**config.mk**
```make
export PLATFORM = sky130hd
export DESIGN_NAME = pwr_i2c_regs
export DESIGN_NICKNAME = d
export VERILOG_FILES = /design/src/rtl/pwr_i2c_pkg.sv /design/src/rtl/i2c_line_sync.sv /design/src/rtl/i2c_byte_fsm.sv /design/src/rtl/sel_regfile.sv /design/src/rtl/pwr_i2c_regs.sv
export SDC_FILE = /design/constraint.sdc
export NUM_CORES = 1
export LEC_CHECK = 0
export BUFFER_PORTS_ARGS = -buffer_cell sky130_fd_sc_hd__buf_2
export CAP_MARGIN = 5
export CORE_MARGIN = 2
export CORE_UTILIZATION = 60
export CTS_BUF_LIST = sky130_fd_sc_hd__clkbuf_16
export DETAILED_ROUTE_END_ITERATION = 10
export HOLD_SLACK_MARGIN = 0.12
export PLACE_DENSITY = 0.85
export SLEW_MARGIN = 20
export SYNTH_ARGS = -nofsm -noshare
export SYNTH_HDL_FRONTEND = slang
export SYNTH_SLANG_ARGS = --single-unit
```
**constraint.sdc**
```tcl
create_clock -name clk_i -period 3.29 [get_ports clk_i]
set_input_delay 0.329 -clock clk_i [delete_from_list [all_inputs] [get_ports clk_i]]
set_output_delay 0.329 -clock clk_i [all_outputs]
set_load 0.01 [all_outputs]
```
**src/rtl/pwr_i2c_pkg.sv**
```systemverilog
package pwr_i2c_pkg;
  localparam int BYTE_W   = 8;
  localparam int SEL_W    = 3;
  localparam int PAY_W    = BYTE_W - SEL_W;
  localparam int NREG     = 4;
  localparam int PTR_W    = $clog2(NREG);
  localparam int CNT_W    = $clog2(BYTE_W);
  localparam int PFX_W    = 5;
  localparam int PIN_W    = 2;
  localparam int SEL_TONE = 1;
  localparam int SEL_LIM  = 2;
  localparam int SEL_VOLT = 3;

  typedef enum logic [2:0] {
    ST_IDLE, ST_ADDR, ST_ADDR_ACK, ST_WR, ST_WR_ACK, ST_RD, ST_RD_ACK
  } bus_st_e;
endpackage

```
**src/rtl/i2c_line_sync.sv**
```systemverilog
module i2c_line_sync #(
  parameter int STAGES = 2
) (
  input  logic clk_i,
  input  logic rst_ni,
  input  logic scl_i,
  input  logic sda_i,
  output logic scl_o,
  output logic sda_o,
  output logic start_o,
  output logic stop_o,
  output logic rise_o,
  output logic fall_o
);
  logic [STAGES-1:0] scl_q, sda_q;
  logic scl_p, sda_p;

  always_ff @(posedge clk_i or negedge rst_ni) begin
    if (!rst_ni) begin
      scl_q <= '1;
      sda_q <= '1;
      scl_p <= 1'b1;
      sda_p <= 1'b1;
    end else begin
      scl_q <= {scl_q[STAGES-2:0], scl_i};
      sda_q <= {sda_q[STAGES-2:0], sda_i};
      scl_p <= scl_q[STAGES-1];
      sda_p <= sda_q[STAGES-1];
    end
  end

  assign scl_o   = scl_q[STAGES-1];
  assign sda_o   = sda_q[STAGES-1];
  assign start_o = scl_o && scl_p && sda_p && !sda_o;
  assign stop_o  = scl_o && scl_p && !sda_p && sda_o;
  assign rise_o  = scl_o && !scl_p;
  assign fall_o  = !scl_o && scl_p;
endmodule

```
**src/rtl/i2c_byte_fsm.sv**
```systemverilog
module i2c_byte_fsm
  import pwr_i2c_pkg::*;
(
  input  logic              clk_i,
  input  logic              rst_ni,
  input  logic              pwr_ok_i,
  input  logic [BYTE_W-2:0] dev_addr_i,
  input  logic              scl_i,
  input  logic              sda_i,
  input  logic              start_i,
  input  logic              stop_i,
  input  logic              rise_i,
  input  logic              fall_i,
  input  logic [BYTE_W-1:0] rd_byte_i,
  output logic              sda_low_o,
  output logic              wr_en_o,
  output logic [BYTE_W-1:0] wr_byte_o,
  output logic              rd_rewind_o,
  output logic              rd_adv_o
);
  localparam logic [CNT_W-1:0] LAST = CNT_W'(BYTE_W - 1);

  bus_st_e           st;
  logic [BYTE_W-1:0] sh, tx;
  logic [CNT_W-1:0]  cnt;
  logic              byte_done, rw, mst_ack;

  always_ff @(posedge clk_i or negedge rst_ni) begin
    if (!rst_ni) begin
      st          <= ST_IDLE;
      sh          <= '0;
      tx          <= '0;
      cnt         <= '0;
      byte_done   <= 1'b0;
      rw          <= 1'b0;
      mst_ack     <= 1'b0;
      sda_low_o   <= 1'b0;
      wr_en_o     <= 1'b0;
      wr_byte_o   <= '0;
      rd_rewind_o <= 1'b0;
      rd_adv_o    <= 1'b0;
    end else begin
      wr_en_o     <= 1'b0;
      rd_rewind_o <= 1'b0;
      rd_adv_o    <= 1'b0;
      if (!pwr_ok_i) begin
        st        <= ST_IDLE;
        sda_low_o <= 1'b0;
        byte_done <= 1'b0;
        cnt       <= '0;
      end else if (start_i) begin
        st        <= ST_ADDR;
        sda_low_o <= 1'b0;
        byte_done <= 1'b0;
        cnt       <= '0;
      end else if (stop_i) begin
        st        <= ST_IDLE;
        sda_low_o <= 1'b0;
      end else begin
        if (rise_i && (st == ST_ADDR || st == ST_WR)) begin
          sh  <= {sh[BYTE_W-2:0], sda_i};
          cnt <= cnt + 1'b1;
          if (cnt == LAST) byte_done <= 1'b1;
        end
        if (rise_i && st == ST_RD_ACK) mst_ack <= !sda_i;
        if (fall_i) begin
          unique case (st)
            ST_ADDR: if (byte_done) begin
              byte_done <= 1'b0;
              cnt       <= '0;
              if (sh[BYTE_W-1:1] == dev_addr_i) begin
                sda_low_o   <= 1'b1;
                rw          <= sh[0];
                rd_rewind_o <= 1'b1;
                st          <= ST_ADDR_ACK;
              end else begin
                st <= ST_IDLE;
              end
            end
            ST_ADDR_ACK: begin
              cnt <= '0;
              if (rw) begin
                tx        <= rd_byte_i;
                sda_low_o <= !rd_byte_i[BYTE_W-1];
                rd_adv_o  <= 1'b1;
                st        <= ST_RD;
              end else begin
                sda_low_o <= 1'b0;
                st        <= ST_WR;
              end
            end
            ST_WR: if (byte_done) begin
              byte_done <= 1'b0;
              cnt       <= '0;
              wr_en_o   <= 1'b1;
              wr_byte_o <= sh;
              sda_low_o <= 1'b1;
              st        <= ST_WR_ACK;
            end
            ST_WR_ACK: begin
              sda_low_o <= 1'b0;
              st        <= ST_WR;
            end
            ST_RD: begin
              if (cnt == LAST) begin
                sda_low_o <= 1'b0;
                st        <= ST_RD_ACK;
              end else begin
                cnt       <= cnt + 1'b1;
                tx        <= {tx[BYTE_W-2:0], 1'b0};
                sda_low_o <= !tx[BYTE_W-2];
              end
            end
            ST_RD_ACK: begin
              cnt <= '0;
              if (mst_ack) begin
                tx        <= rd_byte_i;
                sda_low_o <= !rd_byte_i[BYTE_W-1];
                rd_adv_o  <= 1'b1;
                st        <= ST_RD;
              end else begin
                sda_low_o <= 1'b0;
                st        <= ST_IDLE;
              end
            end
            default: ;
          endcase
        end
      end
    end
  end


  pwr_release_chk: assert property (@(posedge clk_i) disable iff (!rst_ni)
    !pwr_ok_i |=> !sda_low_o);


  sda_setup_chk: assert property (@(posedge clk_i) disable iff (!rst_ni)
    $rose(sda_low_o) |-> !scl_i);
endmodule

```
**src/rtl/sel_regfile.sv**
```systemverilog
module sel_regfile
  import pwr_i2c_pkg::*;
(
  input  logic              clk_i,
  input  logic              rst_ni,
  input  logic              pwr_ok_i,
  input  logic              wr_en_i,
  input  logic [BYTE_W-1:0] wr_byte_i,
  input  logic              rd_rewind_i,
  input  logic              rd_adv_i,
  input  logic [PAY_W-1:0]  status_i,
  output logic [BYTE_W-1:0] rd_byte_o,
  output logic [PAY_W-1:0]  tone_o,
  output logic [PAY_W-1:0]  lim_o,
  output logic [PAY_W-1:0]  volt_o
);
  logic [SEL_W-1:0] wr_sel;
  logic [PAY_W-1:0] view [NREG];
  logic [PTR_W-1:0] rd_ptr;

  assign wr_sel  = wr_byte_i[BYTE_W-1 -: SEL_W];
  assign view[0] = status_i;

  for (genvar g = 1; g < NREG; g++) begin : g_reg
    logic [PAY_W-1:0] q;
    always_ff @(posedge clk_i or negedge rst_ni) begin
      if (!rst_ni)                                q <= '0;
      else if (!pwr_ok_i)                         q <= '0;
      else if (wr_en_i && wr_sel == SEL_W'(g))    q <= wr_byte_i[PAY_W-1:0];
    end
    assign view[g] = q;
  end

  always_ff @(posedge clk_i or negedge rst_ni) begin
    if (!rst_ni)                      rd_ptr <= '0;
    else if (!pwr_ok_i || rd_rewind_i) rd_ptr <= '0;
    else if (rd_adv_i)                rd_ptr <= rd_ptr + 1'b1;
  end

  assign rd_byte_o = {SEL_W'(rd_ptr), view[rd_ptr]};
  assign tone_o    = view[SEL_TONE];
  assign lim_o     = view[SEL_LIM];
  assign volt_o    = view[SEL_VOLT];


  pwr_clear_chk: assert property (@(posedge clk_i) disable iff (!rst_ni)
    !pwr_ok_i |=> (tone_o == '0 && lim_o == '0 && volt_o == '0));


  unused_sel_chk: assert property (@(posedge clk_i) disable iff (!rst_ni)
    (wr_en_i && pwr_ok_i && (wr_sel == '0 || wr_sel >= SEL_W'(NREG)))
      |=> ($stable(tone_o) && $stable(lim_o) && $stable(volt_o)));


  tone_take_chk: assert property (@(posedge clk_i) disable iff (!rst_ni)
    (wr_en_i && pwr_ok_i && wr_sel == SEL_W'(SEL_TONE))
      |=> tone_o == $past(wr_byte_i[PAY_W-1:0]));
endmodule

```
**src/rtl/pwr_i2c_regs.sv**
```systemverilog
module pwr_i2c_regs
  import pwr_i2c_pkg::*;
#(
  parameter logic [PFX_W-1:0] DEV_PREFIX  = 5'b00010,
  parameter int               SYNC_STAGES = 2
) (
  input  logic             clk_i,
  input  logic             rst_ni,
  input  logic             pwr_ok_i,
  input  logic [PIN_W-1:0] addr_pins_i,
  input  logic             scl_i,
  input  logic             sda_i,
  input  logic [PAY_W-1:0] status_i,
  output logic             sda_low_o,
  output logic [PAY_W-1:0] tone_o,
  output logic [PAY_W-1:0] lim_o,
  output logic [PAY_W-1:0] volt_o
);
  logic scl_s, sda_s, start, stop, rise, fall;
  logic wr_en, rd_rewind, rd_adv;
  logic [BYTE_W-1:0] wr_byte, rd_byte;

  i2c_line_sync #(.STAGES(SYNC_STAGES)) u_sync (
    .clk_i, .rst_ni, .scl_i, .sda_i,
    .scl_o(scl_s), .sda_o(sda_s), .start_o(start), .stop_o(stop),
    .rise_o(rise), .fall_o(fall)
  );

  i2c_byte_fsm u_fsm (
    .clk_i, .rst_ni, .pwr_ok_i,
    .dev_addr_i({DEV_PREFIX, addr_pins_i}),
    .scl_i(scl_s), .sda_i(sda_s), .start_i(start), .stop_i(stop),
    .rise_i(rise), .fall_i(fall), .rd_byte_i(rd_byte),
    .sda_low_o, .wr_en_o(wr_en), .wr_byte_o(wr_byte),
    .rd_rewind_o(rd_rewind), .rd_adv_o(rd_adv)
  );

  sel_regfile u_regs (
    .clk_i, .rst_ni, .pwr_ok_i,
    .wr_en_i(wr_en), .wr_byte_i(wr_byte),
    .rd_rewind_i(rd_rewind), .rd_adv_i(rd_adv),
    .status_i, .rd_byte_o(rd_byte),
    .tone_o, .lim_o, .volt_o
  );
endmodule

```
* After elaboration in Yosys (flattened, before gate mapping)
Cells that the tools add are included.
** Word-level totals
- Register bits :: 59
- Output and inout port bits :: 16
- Memories :: 0
- Latch bits :: 0
- ROM bits :: 0
- Bits in writable memories :: 0
** Cells by class
- Mux-type cells :: 71
- Equality and inequality tests :: 24
- $mul :: 0
- Bitwise operators :: 3
- $lt $le $gt $ge :: 1
- Div/mod/pow operators :: 0
- Shift operators :: 0
- Reduce and logical (&&, ||, !) cells :: 31
- Add/sub/neg operators :: 2
** Operators with widths (number)
- 2-to-1 mux 3 bit :: 16
- 2-to-1 mux 5 bit :: 8
- 2-to-1 mux 1 bit :: 35
- 2-to-1 mux 7 bit :: 3
- case mux 7 bit (3 select lines) :: 1
- case mux 3 bit (6 select lines) :: 1
- != test 5 x 4 -> 1 bit (second input constant) :: 3
- equality test 3 x 2 -> 1 bit (second input constant) :: 4
- equality test 3 bit (second input constant) :: 4
- logical AND 1 bit :: 12
- binary-select mux 5 bit (select 2 bit) :: 1
- != test 2 x 1 -> 1 bit (second input constant) :: 5
- AND reduction 5 bit :: 2
- != test 9 x 1 -> 1 bit (second input constant) :: 1
- case mux 3 bit (3 select lines) :: 1
- AND reduction 4 bit :: 2
- AND reduction 8 bit :: 1
- equality test 7 x 4 -> 1 bit :: 1
- AND reduction 7 bit :: 1
- equality test 3 x 1 -> 1 bit (second input constant) :: 2
- zero test 1 bit :: 6
- 2-to-1 mux 2 bit :: 3
- case mux 1 bit (6 select lines) :: 1
- AND reduction 6 bit :: 1
- other kinds (14) :: 17

* Depth between registers and ports, before layout
Gate-level depths: netlist of the first run.
- Depth after elaboration :: 10
- Depth in mapped cells :: 7
- Depth with buffers taken out :: 7

* Hierarchy
From an unflattened synthesis of the first run, not the netlist that was laid out.
** Second synthesis, totals
- Cell total of the unflattened synthesis :: 257
- Area, all modules :: 2965.3 um^2
** Modules (own cells, without submodules)
- i2c_byte_fsm :: area each 1866.8 um^2, times used 1, cells each 172, sequential area each 900.9 um^2
- sel_regfile :: area each 898.4 um^2, times used 1, cells each 73, sequential area each 425.4 um^2
- i2c_line_sync :: area each 192.7 um^2, times used 1, cells each 10, sequential area each 157.7 um^2
- pwr_i2c_regs :: area each 7.5 um^2, times used 1, cells each 2, sequential area each 0.0 um^2

* Worst setup path before layout of the first run
OpenSTA, ideal clock, no wires.
- Path type :: register to register
- Start :: reg u_sync.scl_p
- End :: reg u_fsm.rw
- Stages on the path, launching flop included :: 5
- Period minus slack after synthesis :: 1.587 ns
- Arrival time :: 1.463 ns
- Setup time :: 0.125 ns
- Required time :: 3.165 ns
- Slack :: 1.703 ns
- Cells stage by stage :: dfstp_2 > clkbuf_2 > nand3b_1 > nor4_2 > mux2_2
** On the way
- Cells in the longest elaborated chain, start to end :: 5
** RTL lines
- start: declaration :: RTL line i2c_line_sync.sv:16 : logic scl_p, sda_p;
- start signal: assignment :: RTL line i2c_line_sync.sv:27 : scl_p <= scl_q[STAGES-1];
- logical AND 1 bit :: RTL line i2c_line_sync.sv:34, i2c_line_sync.sv:35
- logical AND 1 bit (on tied branches) (2 in series) :: RTL line i2c_line_sync.sv:35, i2c_line_sync.sv:34
- NOT 1 bit (no line)
- AND reduction 7 bit (no line) (*)
- end signal: assignment :: RTL line i2c_byte_fsm.sv:73 : rw <= sh[0];
- end: declaration :: RTL line i2c_byte_fsm.sv:26 : logic byte_done, rw, mst_ack;
Mark *: on every way between the ends. The rest lies on a longest branch, timed or not.
A chain may end at the register's enable or synchronous reset.

* Final worst setup path of the first run
- Start :: reg u_fsm.st[2]
- End :: reg u_fsm.tx[5]
** On the way
- Cells in the longest elaborated chain, start to end :: 3
** RTL lines
- start: declaration :: RTL line i2c_byte_fsm.sv:23 : bus_st_e st;
- start signal: assignment :: RTL line i2c_byte_fsm.sv:30 : st <= ST_IDLE;
- start signal: assignment :: RTL line i2c_byte_fsm.sv:47 : st <= ST_IDLE;
- start signal: assignment :: RTL line i2c_byte_fsm.sv:52 : st <= ST_ADDR;
- equality test 3 bit or equality test 3 x 2 -> 1 bit (tied branches) :: RTL line i2c_byte_fsm.sv:67 : unique case (st)
- != test 2 x 1 -> 1 bit (no line) (tied with other cells)
- AND reduction 8 bit (no line)
- end signal: assignment :: RTL line i2c_byte_fsm.sv:83 : tx <= rd_byte_i;
- end signal: assignment :: RTL line i2c_byte_fsm.sv:110 : tx <= {tx[BYTE_W-2:0], 1'b0};
- end signal: assignment :: RTL line i2c_byte_fsm.sv:117 : tx <= rd_byte_i;
- end: declaration :: RTL line i2c_byte_fsm.sv:24 : logic [BYTE_W-1:0] sh, tx;
Parallel ways exist; a longest one is shown, timed or not.

==> flow_summary.yaml, run 1 <==
synthesis:
  synth_edf_count: 0
  synthesis.area_um2: 2839
  synth_top_cell_by_area: "dfrtp_1"
  synthTopCellsByCount: "dfrtp_1, mux2_2, nor2b_1"
  synth.mux.area_fraction: 0.2138
  synth_xor_area_frac: 0.01543
  synthFlopType: "dfrtp_1"
  yosys_warnings: 0
  synth_top_area_share: 0.4672
  synthAdderAreaFrac: 0.008814
  ys_types: 46
  synth-async-reset-ratio: 1.000
  netlist_top_cells_area: "dfrtp_1, mux2_2, mux2i_1"
  syn_avg_cell_area_um2: 12.18
  syn_nets: 247
  synthCells: 233
  synth_compound_area_frac: 0.06699
  yosys.area_share.simple: 0.1472
  ys_seq_area_frac: 0.5227
  ys_ff_latch: 59
  synth_most_common_cell: "dfrtp_1"
  synth_top_family_by_area: "multiplexers"
cts:
  htree_levels: 3
  post_cts_buffers: 0
  cts_tree: "done"
  cts-resized-gates: 0
  clock_path_buffers: 2
  clock-sinks: 59
  cts-root-buf: "clkbuf_16"
  insertion_delay_ps: 330
  clkTransAtPathRegs_ps: 50
  cts_buffers: 9
  postCtsHoldBufs: 2
worst_hold_path:
  hold_end: "u_sync.scl_q[1]"
  worstHoldStart: "u_sync.scl_q[0]"
  hold_class: "reg2reg"
  hold-path-cell-count: 0
sta:
  rsz0062_at_grt: "false"
  drv_slew: 0
  finalSetupTns_ps: 0
  setup_slack_ps: 1426
  fmax_mhz: 536.5
  min_period_ps: 1864
  skew_ps: 5.541
  post-route-period-util: 0.5666
  slew_headroom: 0.5765
  finalHoldViolCount: 0
  tightestPinTransition_ps: 632.9
  timing.hold.ws_ps: 355.6
  setup_viol: 0
pwr:
  irDropWorstVdd_mv: 0.4008
  power.leakage_nw: 1.605
  p_per_area_nw_per_um2: 488.6
  power_mw: 1.607
cells_and_area:
  final_cells: 326
  final_area_um2: 3289
  antenna_cells: 0
  final_util: 0.7105
  syn2layout_area_growth_pct: 15.87
  fillers: 319
  fin_nets: 281
  drive_above_1_share: 0.3235
floorplanning:
  die_h_um: 72.79
  core_area_um2: 4629
  io_pins: 28
  die_area_um2: 5298
  die_w_um: 72.79
  row_count: 25
  start_util: 0.6132
placement:
  portBuffers: 27
  place_ws_ps: 1437
  dp_hpwl_um: 3785
  dp_cells: 307
  place_area_um2: 2997
  routabilityCongestion: 0.8912
critical_path:
  worst-path-max-fanout: 13
  critPathKind: "reg2reg"
  cp.arrival_ps: 2070
  worstSetupStartpointType: "flop"
  endpoint_kind: "flop"
  ff2ff_path_depth: 5
  crit_required_ps: 3500
  regToRegEndpoint: "u_fsm.tx[5]"
  timing.rr.start: "u_fsm.st[2]"
  worst-r2r-setup-slack_ps: 1430
detailed_routing:
  firstDrtPassIters: 4
  via_count: 1925
  wl_per_cell_um: 16.80
  drc: 0
  viasPerCell: 5.905
  drt_iter0_drc: 106
  ant_nets: 0
  totalWireLength_um: 5477
job:
  maxCapViolCount: 0
global_routing:
  grt_pass1_vias: 1848
  grt_start_max_net_pins: 49
  grt_pass1_wl_um: 9225
  grt_use_total: 0.2400
  gr-total-overflow: 0
  antenna_found_initial: 0
run_status:
  status: "completed"
==> worst max-delay path, cell delays in order (launching register included) <==
cell and delay [ps]:
dfrtp_1 580, mux2_2 380, nand2_1 130, o21ai_1 110
nand3_2 180, mux2_2 350
==> worst max-delay path by stage <==
stage                     slack, ps     endpoint  cells after the start    startpoint
after floorplan                1700     u_fsm.rw                      4  u_sync.scl_p
after global placement         1490  u_fsm.tx[6]                      5   u_fsm.st[2]
after detailed placement       1440  u_fsm.tx[4]                      5   u_fsm.st[2]
after CTS                      1420  u_fsm.tx[4]                      5   u_fsm.st[2]
after global routing           1310  u_fsm.tx[3]                      5   u_fsm.st[2]
final                          1430  u_fsm.tx[5]                      5   u_fsm.st[2]
==> cells by family after synthesis <==
family	Yosys count
simple gates	74
compound gates	30
buf+inv	13
mux	50
fa+ha+maj	2
flops	59
xor+xnor	5
==> placed cells by master (no fill, tap or decap), types with 4 or more instances in the layout <==
cell type  count
nand2_1       17
clkinv_2       4
nor2_1        12
dfstp_2        6
xnor2_1        4
clkbuf_16      9
nor2b_1       21
o21ai_0        8
inv_1          5
nand2b_1       6
nand3_1        5
mux2_2        29
a21oi_1        7
mux2i_1       16
dfrtp_1       53
buf_2         26
==> registers in the layout, summed over array words and instances, names as in the netlist, 3 cells and up <==
signal           cells
u_regs.volt_o        5
u_fsm.sh             8
u_fsm.wr_byte_o      8
u_fsm.cnt            3
u_fsm.tx             7
u_regs.lim_o         5
u_regs.tone_o        5
u_fsm.st             3
==> routing by layer <==
metal  part of all wire  GRT usage  vias to the layer above  routed length [um]
li1                   -          -                      906                   -
met1               0.44     0.3181                      946                2384
met2               0.49     0.3596                       58                2698
met3              0.049    0.08425                       15                 266
met4              0.023     0.1049                        0                 128
met5                  0          0                        -                   0
==> cell type report <==
type	instances	area, um2	share of cell area
clock buffer	9	225.2	0.06847
multi-input combinational	161	1284	0.3903
tap	54	67.56	0.02054
inverter	5	18.77	0.005706
sequential	59	1484	0.4511
clock inverter	7	35.03	0.01065
timing repair buffer	31	175.2	0.05325
==> report_power, final <==
group          leakage [nW]  internal (mW)  switching, mW
clock                 0.130          0.496          0.303
combinational         0.677         0.0267         0.0342
sequential            0.798          0.738        0.00954
total                  1.60           1.26          0.347
Power figures use the tool's default switching activity.
==> run 2: changes to the inputs <==
--- a/config.mk
+++ b/config.mk
@@ -8,11 +8,11 @@
 export BUFFER_PORTS_ARGS = -buffer_cell sky130_fd_sc_hd__buf_2
 export CAP_MARGIN = 5
 export CORE_MARGIN = 2
-export CORE_UTILIZATION = 60
+export CORE_UTILIZATION = 53
 export CTS_BUF_LIST = sky130_fd_sc_hd__clkbuf_16
 export DETAILED_ROUTE_END_ITERATION = 10
 export HOLD_SLACK_MARGIN = 0.12
-export PLACE_DENSITY = 0.85
+export PLACE_DENSITY = 0.8
 export SLEW_MARGIN = 20
 export SYNTH_ARGS = -nofsm -noshare
 export SYNTH_HDL_FRONTEND = slang
==> constraint.sdc (replaced) <==
create_clock -name clk_i -period 1.7 [get_ports clk_i]
set_input_delay 0.17 -clock clk_i [delete_from_list [all_inputs] [get_ports clk_i]]
set_output_delay 0.17 -clock clk_i [all_outputs]
set_load 0.01 [all_outputs]
==> run 2 against run 1 <==
Combinational power grew to 2.5 times the previous value. Register-to-register slack worse by 1400 ps. Non-clock buffer count rose by 26. Wire length rose by 13%. Final area up 9.0%. Utilization down 1.3 points. Clock skew up 1.6 ps. Cell count grew 13%. Largest power group unchanged. Critical path type unchanged. Critical path depth rose by 1.
==> flow_summary.yaml, run 2 (same netlist as run 1, synthesis figures left out) <==
run_status:
  status: "completed"
critical_path:
  crit_required_ps: 1940
  cp.arrival_ps: 1870
  endpoint_kind: "flop"
  worstSetupStartpointType: "flop"
  worst-path-max-fanout: 7
  timing.rr.start: "u_fsm.cnt[0]"
  worst-r2r-setup-slack_ps: 70
  ff2ff_path_depth: 6
  critPathKind: "reg2reg"
  regToRegEndpoint: "u_fsm.tx[0]"
cts:
  htree_levels: 3
  insertion_delay_ps: 330
  clock_path_buffers: 2
  clock-sinks: 59
  cts_buffers: 9
  cts-root-buf: "clkbuf_16"
  post_cts_buffers: 0
  clkTransAtPathRegs_ps: 50
  cts_tree: "done"
global_routing:
  grt_pass1_wl_um: 10460
  grt_pass1_vias: 2026
  grt_use_total: 0.2303
  gr-total-overflow: 0
  grt_start_max_net_pins: 26
  antenna_found_initial: 0
floorplanning:
  start_util: 0.5523
  die_h_um: 77.19
  core_area_um2: 5140
  die_w_um: 77.19
  row_count: 26
  die_area_um2: 5958
  io_pins: 28
detailed_routing:
  drt_iter0_drc: 101
  drc: 0
  via_count: 2008
  ant_nets: 0
  viasPerCell: 5.457
  wl_per_cell_um: 16.82
  totalWireLength_um: 6189
  firstDrtPassIters: 4
placement:
  portBuffers: 27
  routabilityCongestion: 0.9261
  dp_hpwl_um: 4239
cells_and_area:
  final_util: 0.6974
  antenna_cells: 0
  fillers: 380
  fin_nets: 307
  reg.largest.list: "u_fsm.sh (8), u_fsm.wr_byte_o (8), u_fsm.tx (7)"
  drive_above_1_share: 0.4027
  ff_latch_area_um2: 1486
  syn2layout_area_growth_pct: 26.27
  mostFrequentLayoutCell: "dfrtp_1"
  multiInputGateArea_um2: 1310
  final_cell_mix: "dfrtp_1, mux2_2, buf_2, buf_4, nor2b_1"
sta:
  post-route-period-util: 0.9582
  skew_ps: 7.190
  setup_viol: 0
  finalSetupTns_ps: 0
  slew_headroom: 0.7521
  tightestPinTransition_ps: 370.8
  fmax_mhz: 613.9
  finalHoldViolCount: 0
  rsz0062_at_grt: "false"
  min_period_ps: 1629
  drv_slew: 0
pwr:
  power_mw: 3.313
  irDropWorstVdd_mv: 0.7852
  power.leakage_nw: 1.756
  p_per_area_nw_per_um2: 924.3
job:
  maxCapViolCount: 0
worst_hold_path:
  hold_class: "in2reg"
  worstHoldStart: "pwr_ok_i"
  hold_end: "u_fsm.st[0]"
  hold-path-cell-count: 3
==> run 2: cell count changes in the layout (fill, tap and decap cells not counted), sizes merged <==
cell	before	now
buf	28	54
bufinv	0	1
clkinv	6	5
clkinvlp	1	0
inv	5	6
==> run 2: metal layers <==
| metal | share of wire | up-vias | GRT usage |
|---|---|---|---|
| met5 | 0 | - | 0 |
| met4 | 0.021 | 0 | 0.1018 |
| met3 | 0.032 | 12 | 0.05294 |
| met2 | 0.49 | 46 | 0.3583 |
| met1 | 0.46 | 994 | 0.3089 |
| li1 | - | 956 | - |
==> run 2: timing repair <==
action / CTS / global route
resized for setup: 1 / 11
pin swaps: 0 / 0
endpoints found under the setup margin: 1 / 21
endpoints found under the hold margin: 55 / 0
hold buffers: 3 / 0
==> run 2: cell type report <==
cell class              instances  share of cell area
clock inverters                 7             0.01675
repair buffers                 57              0.1106
flip-flops and latches         59              0.4147
multi-input cells             161              0.3654
clock buffers                   9             0.06283
inverters                       5            0.005236
well taps                      70             0.02443
==> run 2: power by group <==
group          total (mW)  internal (mW)  switching [mW]  leakage [nW]
clock network        1.72           1.11           0.605         0.145
registers            1.44           1.43          0.0150         0.795
logic               0.153         0.0717          0.0814         0.816
==> run 2: worst max-delay path by stage <==
stage	startpoint	to	depth (start not counted)
6_report	u_fsm.cnt[0]	u_fsm.tx[0]	6
5_1_grt	u_fsm.st[0]	u_fsm.tx[5]	6
4_1_cts	u_fsm.st[2]	u_fsm.wr_byte_o[3]	6
3_5_place_dp	u_fsm.st[2]	u_fsm.sda_low_o	6
3_3_place_gp	u_fsm.st[2]	u_fsm.sda_low_o	6
2_1_floorplan	u_sync.scl_p	u_fsm.rw	4
==> run 2: critical path: stages, from the launching register on <==
cell	delay, ps
dfrtp_1	390
ha_1	210
ha_2	200
o21ai_1	170
nand3_2	200
buf_4	200
mux2i_1	160
==> run 2: per-stage QoR <==
step / hold slack (ps) / std cells / setup WS (ps) / instance area (um2)
after detailed placement: 87.75 / 349 / 21.55 / 3237
final: 204.6 / 368 / 70.98 / 3585
after CTS: 190.4 / 368 / 12.45 / 3558
after floorplan: -125.6 / 233 / 112.5 / 2839
after global placement: 83.16 / 349 / 41.30 / 3237
after global routing: 239.3 / 368 / 2.009 / 3585
==> run 3: changes to the inputs <==
--- a/config.mk
+++ b/config.mk
@@ -5,7 +5,7 @@
 export SDC_FILE = /design/constraint.sdc
 export NUM_CORES = 1
 export LEC_CHECK = 0
-export BUFFER_PORTS_ARGS = -buffer_cell sky130_fd_sc_hd__buf_2
+export BUFFER_PORTS_ARGS = -buffer_cell sky130_fd_sc_hd__buf_4
 export CAP_MARGIN = 5
 export CORE_MARGIN = 2
 export CORE_UTILIZATION = 53
==> run 3 against run 2 <==
Combinational power decreased by 13%. Maximum frequency decreased by 1.4%. Critical path depth unchanged. Power rose by 4.3%. Global-route usage shrank 1.0 points. Critical endpoint is now u_fsm.wr_byte_o[1]. Clock skew is 0.69 ps higher. Die area is the same. Non-clock buffer count decreased by 7. Utilization grew 0.51 points. Cell count down 1.6%. Register-to-register slack got worse by 20 ps.
==> flow_summary.yaml, run 3 (same netlist as run 1, synthesis figures left out) <==
run_status:
  status: "completed"
sta:
  tightestPinTransition_ps: 719.2
  setup_viol: 0
  finalHoldViolCount: 0
  skew_ps: 7.882
  drv_slew: 0
  slew_headroom: 0.5205
  finalSetupTns_ps: 0
  post-route-period-util: 0.9722
  fmax_mhz: 605.0
  rsz0062_at_grt: "true"
  min_period_ps: 1653
cells_and_area:
  mostFrequentLayoutCell: "dfrtp_1"
  final_cell_mix: "dfrtp_1, buf_4, mux2_2, nor2b_1, nand2_1"
  final_cells: 362
  syn2layout_area_growth_pct: 27.19
  reg.largest.list: "u_fsm.sh (8), u_fsm.wr_byte_o (8), u_fsm.tx (7)"
  ff_latch_area_um2: 1486
  drive_above_1_share: 0.3938
  final_util: 0.7025
  fin_nets: 301
  multiInputGateArea_um2: 1311
  fillers: 372
  antenna_cells: 0
placement:
  portBuffers: 27
  routabilityCongestion: 0.8770
  dp_hpwl_um: 4012
  dp_cells: 338
critical_path:
  endpoint_kind: "flop"
  critPathKind: "reg2reg"
  worst-path-max-fanout: 8
  worstSetupStartpointType: "flop"
  ff2ff_path_depth: 6
  crit_required_ps: 1900
  cp.arrival_ps: 1860
detailed_routing:
  totalWireLength_um: 6083
  drt_iter0_drc: 114
  viasPerCell: 5.572
  ant_nets: 0
  firstDrtPassIters: 4
  wl_per_cell_um: 16.80
  via_count: 2017
  drc: 0
cts:
  insertion_delay_ps: 320
  htree_levels: 3
  cts-root-buf: "clkbuf_16"
  clock-sinks: 59
  clock_path_buffers: 2
  cts_buffers: 9
  clkTransAtPathRegs_ps: 60
  cts_tree: "done"
floorplanning:
  io_pins: 28
  row_count: 26
  die_w_um: 77.19
  start_util: 0.5523
  core_area_um2: 5140
  die_h_um: 77.19
  die_area_um2: 5958
global_routing:
  grt_pass1_wl_um: 10050
  grt_use_total: 0.2201
  grt_pass1_vias: 2054
  gr-total-overflow: 0
  antenna_found_initial: 0
  grt_start_max_net_pins: 60
pwr:
  irDropWorstVdd_mv: 0.6536
  power.leakage_nw: 1.726
  p_per_area_nw_per_um2: 957.2
job:
  maxCapViolCount: 0
worst_hold_path:
  hold-path-cell-count: 2
  hold_class: "in2reg"
[run 3: cell count changes in the layout (fill, tap and decap cells not counted), moves of 2 or more]
cell	delta
o21ai_0	+2
clkinv_2	-2
buf_4	+22
clkinvlp_4	+2
buf_2	-27
[run 3: metrics by stage]
step | hold slack [ps] | worst slack (ps) | instance area (um2) | total power, mW
floorplan | -125.6 | 112.5 | 2839 | 1.524
global placement | 278.4 | 54.05 | 3209 | 1.591
detailed placement | 278.6 | 15.29 | 3209 | 1.594
CTS | 211.8 | 16.24 | 3551 | 3.476
global route | 226.5 | -53.35 | 3611 | 3.557
finish | 226.1 | 47.19 | 3611 | 3.457
[run 3: report_power, final]
| part | internal (mW) | switching (mW) |
|---|---|---|
| registers | 1.43 | 0.0170 |
| logic | 0.0630 | 0.0703 |
| clock network | 1.26 | 0.614 |
[run 3: path summary, 6_finish.rpt]
path	to	slack, ps	from
max	u_fsm.wr_byte_o[1]	50	u_fsm.st[2]
min	u_regs.volt_o[0]	230	pwr_ok_i
max reg2reg	u_fsm.wr_byte_o[1]	50	u_fsm.st[2]
min reg2reg	u_sync.sda_q[1]	350	u_sync.sda_q[0]
max in group asynchronous	u_fsm.st[0]	730	rst_ni
min in group asynchronous	u_regs.lim_o[2]	440	rst_ni
[run 3: layer usage]
layer  vias up  track usage  part of all wire
li1        939            -                 -
met1      1004       0.2946              0.44
met2        66       0.3452              0.50
met3         8      0.04235             0.049
met4         0       0.1071             0.012
met5         -            0                 0
[run 3: timing repair]
item,in CTS,in global routing
buffers inserted,0,4
hold buffers,3,0
resized for setup,0,10
endpoints found under the hold margin,55,0
endpoints found under the setup margin,0,21
[run 3: layout make-up]
| class | count | share of cell area |
|---|---|---|
| Multi-Input combinational cell | 162 | 0.3631 |
| Clock buffer | 9 | 0.06237 |
| Clock inverter | 7 | 0.02391 |
| Inverter | 5 | 0.005198 |
| Sequential cell | 59 | 0.4116 |
| Timing Repair Buffer | 50 | 0.1095 |
| Tap cell | 70 | 0.02426 |
[run 3: worst max-delay path, cell delays in order, from the launching register on]
cell,delay (ps)
dfrtp_1,430
buf_4,200
nor2b_2,160
nand2_2,120
nor2_2,170
nand2_1,160
mux2_2,300
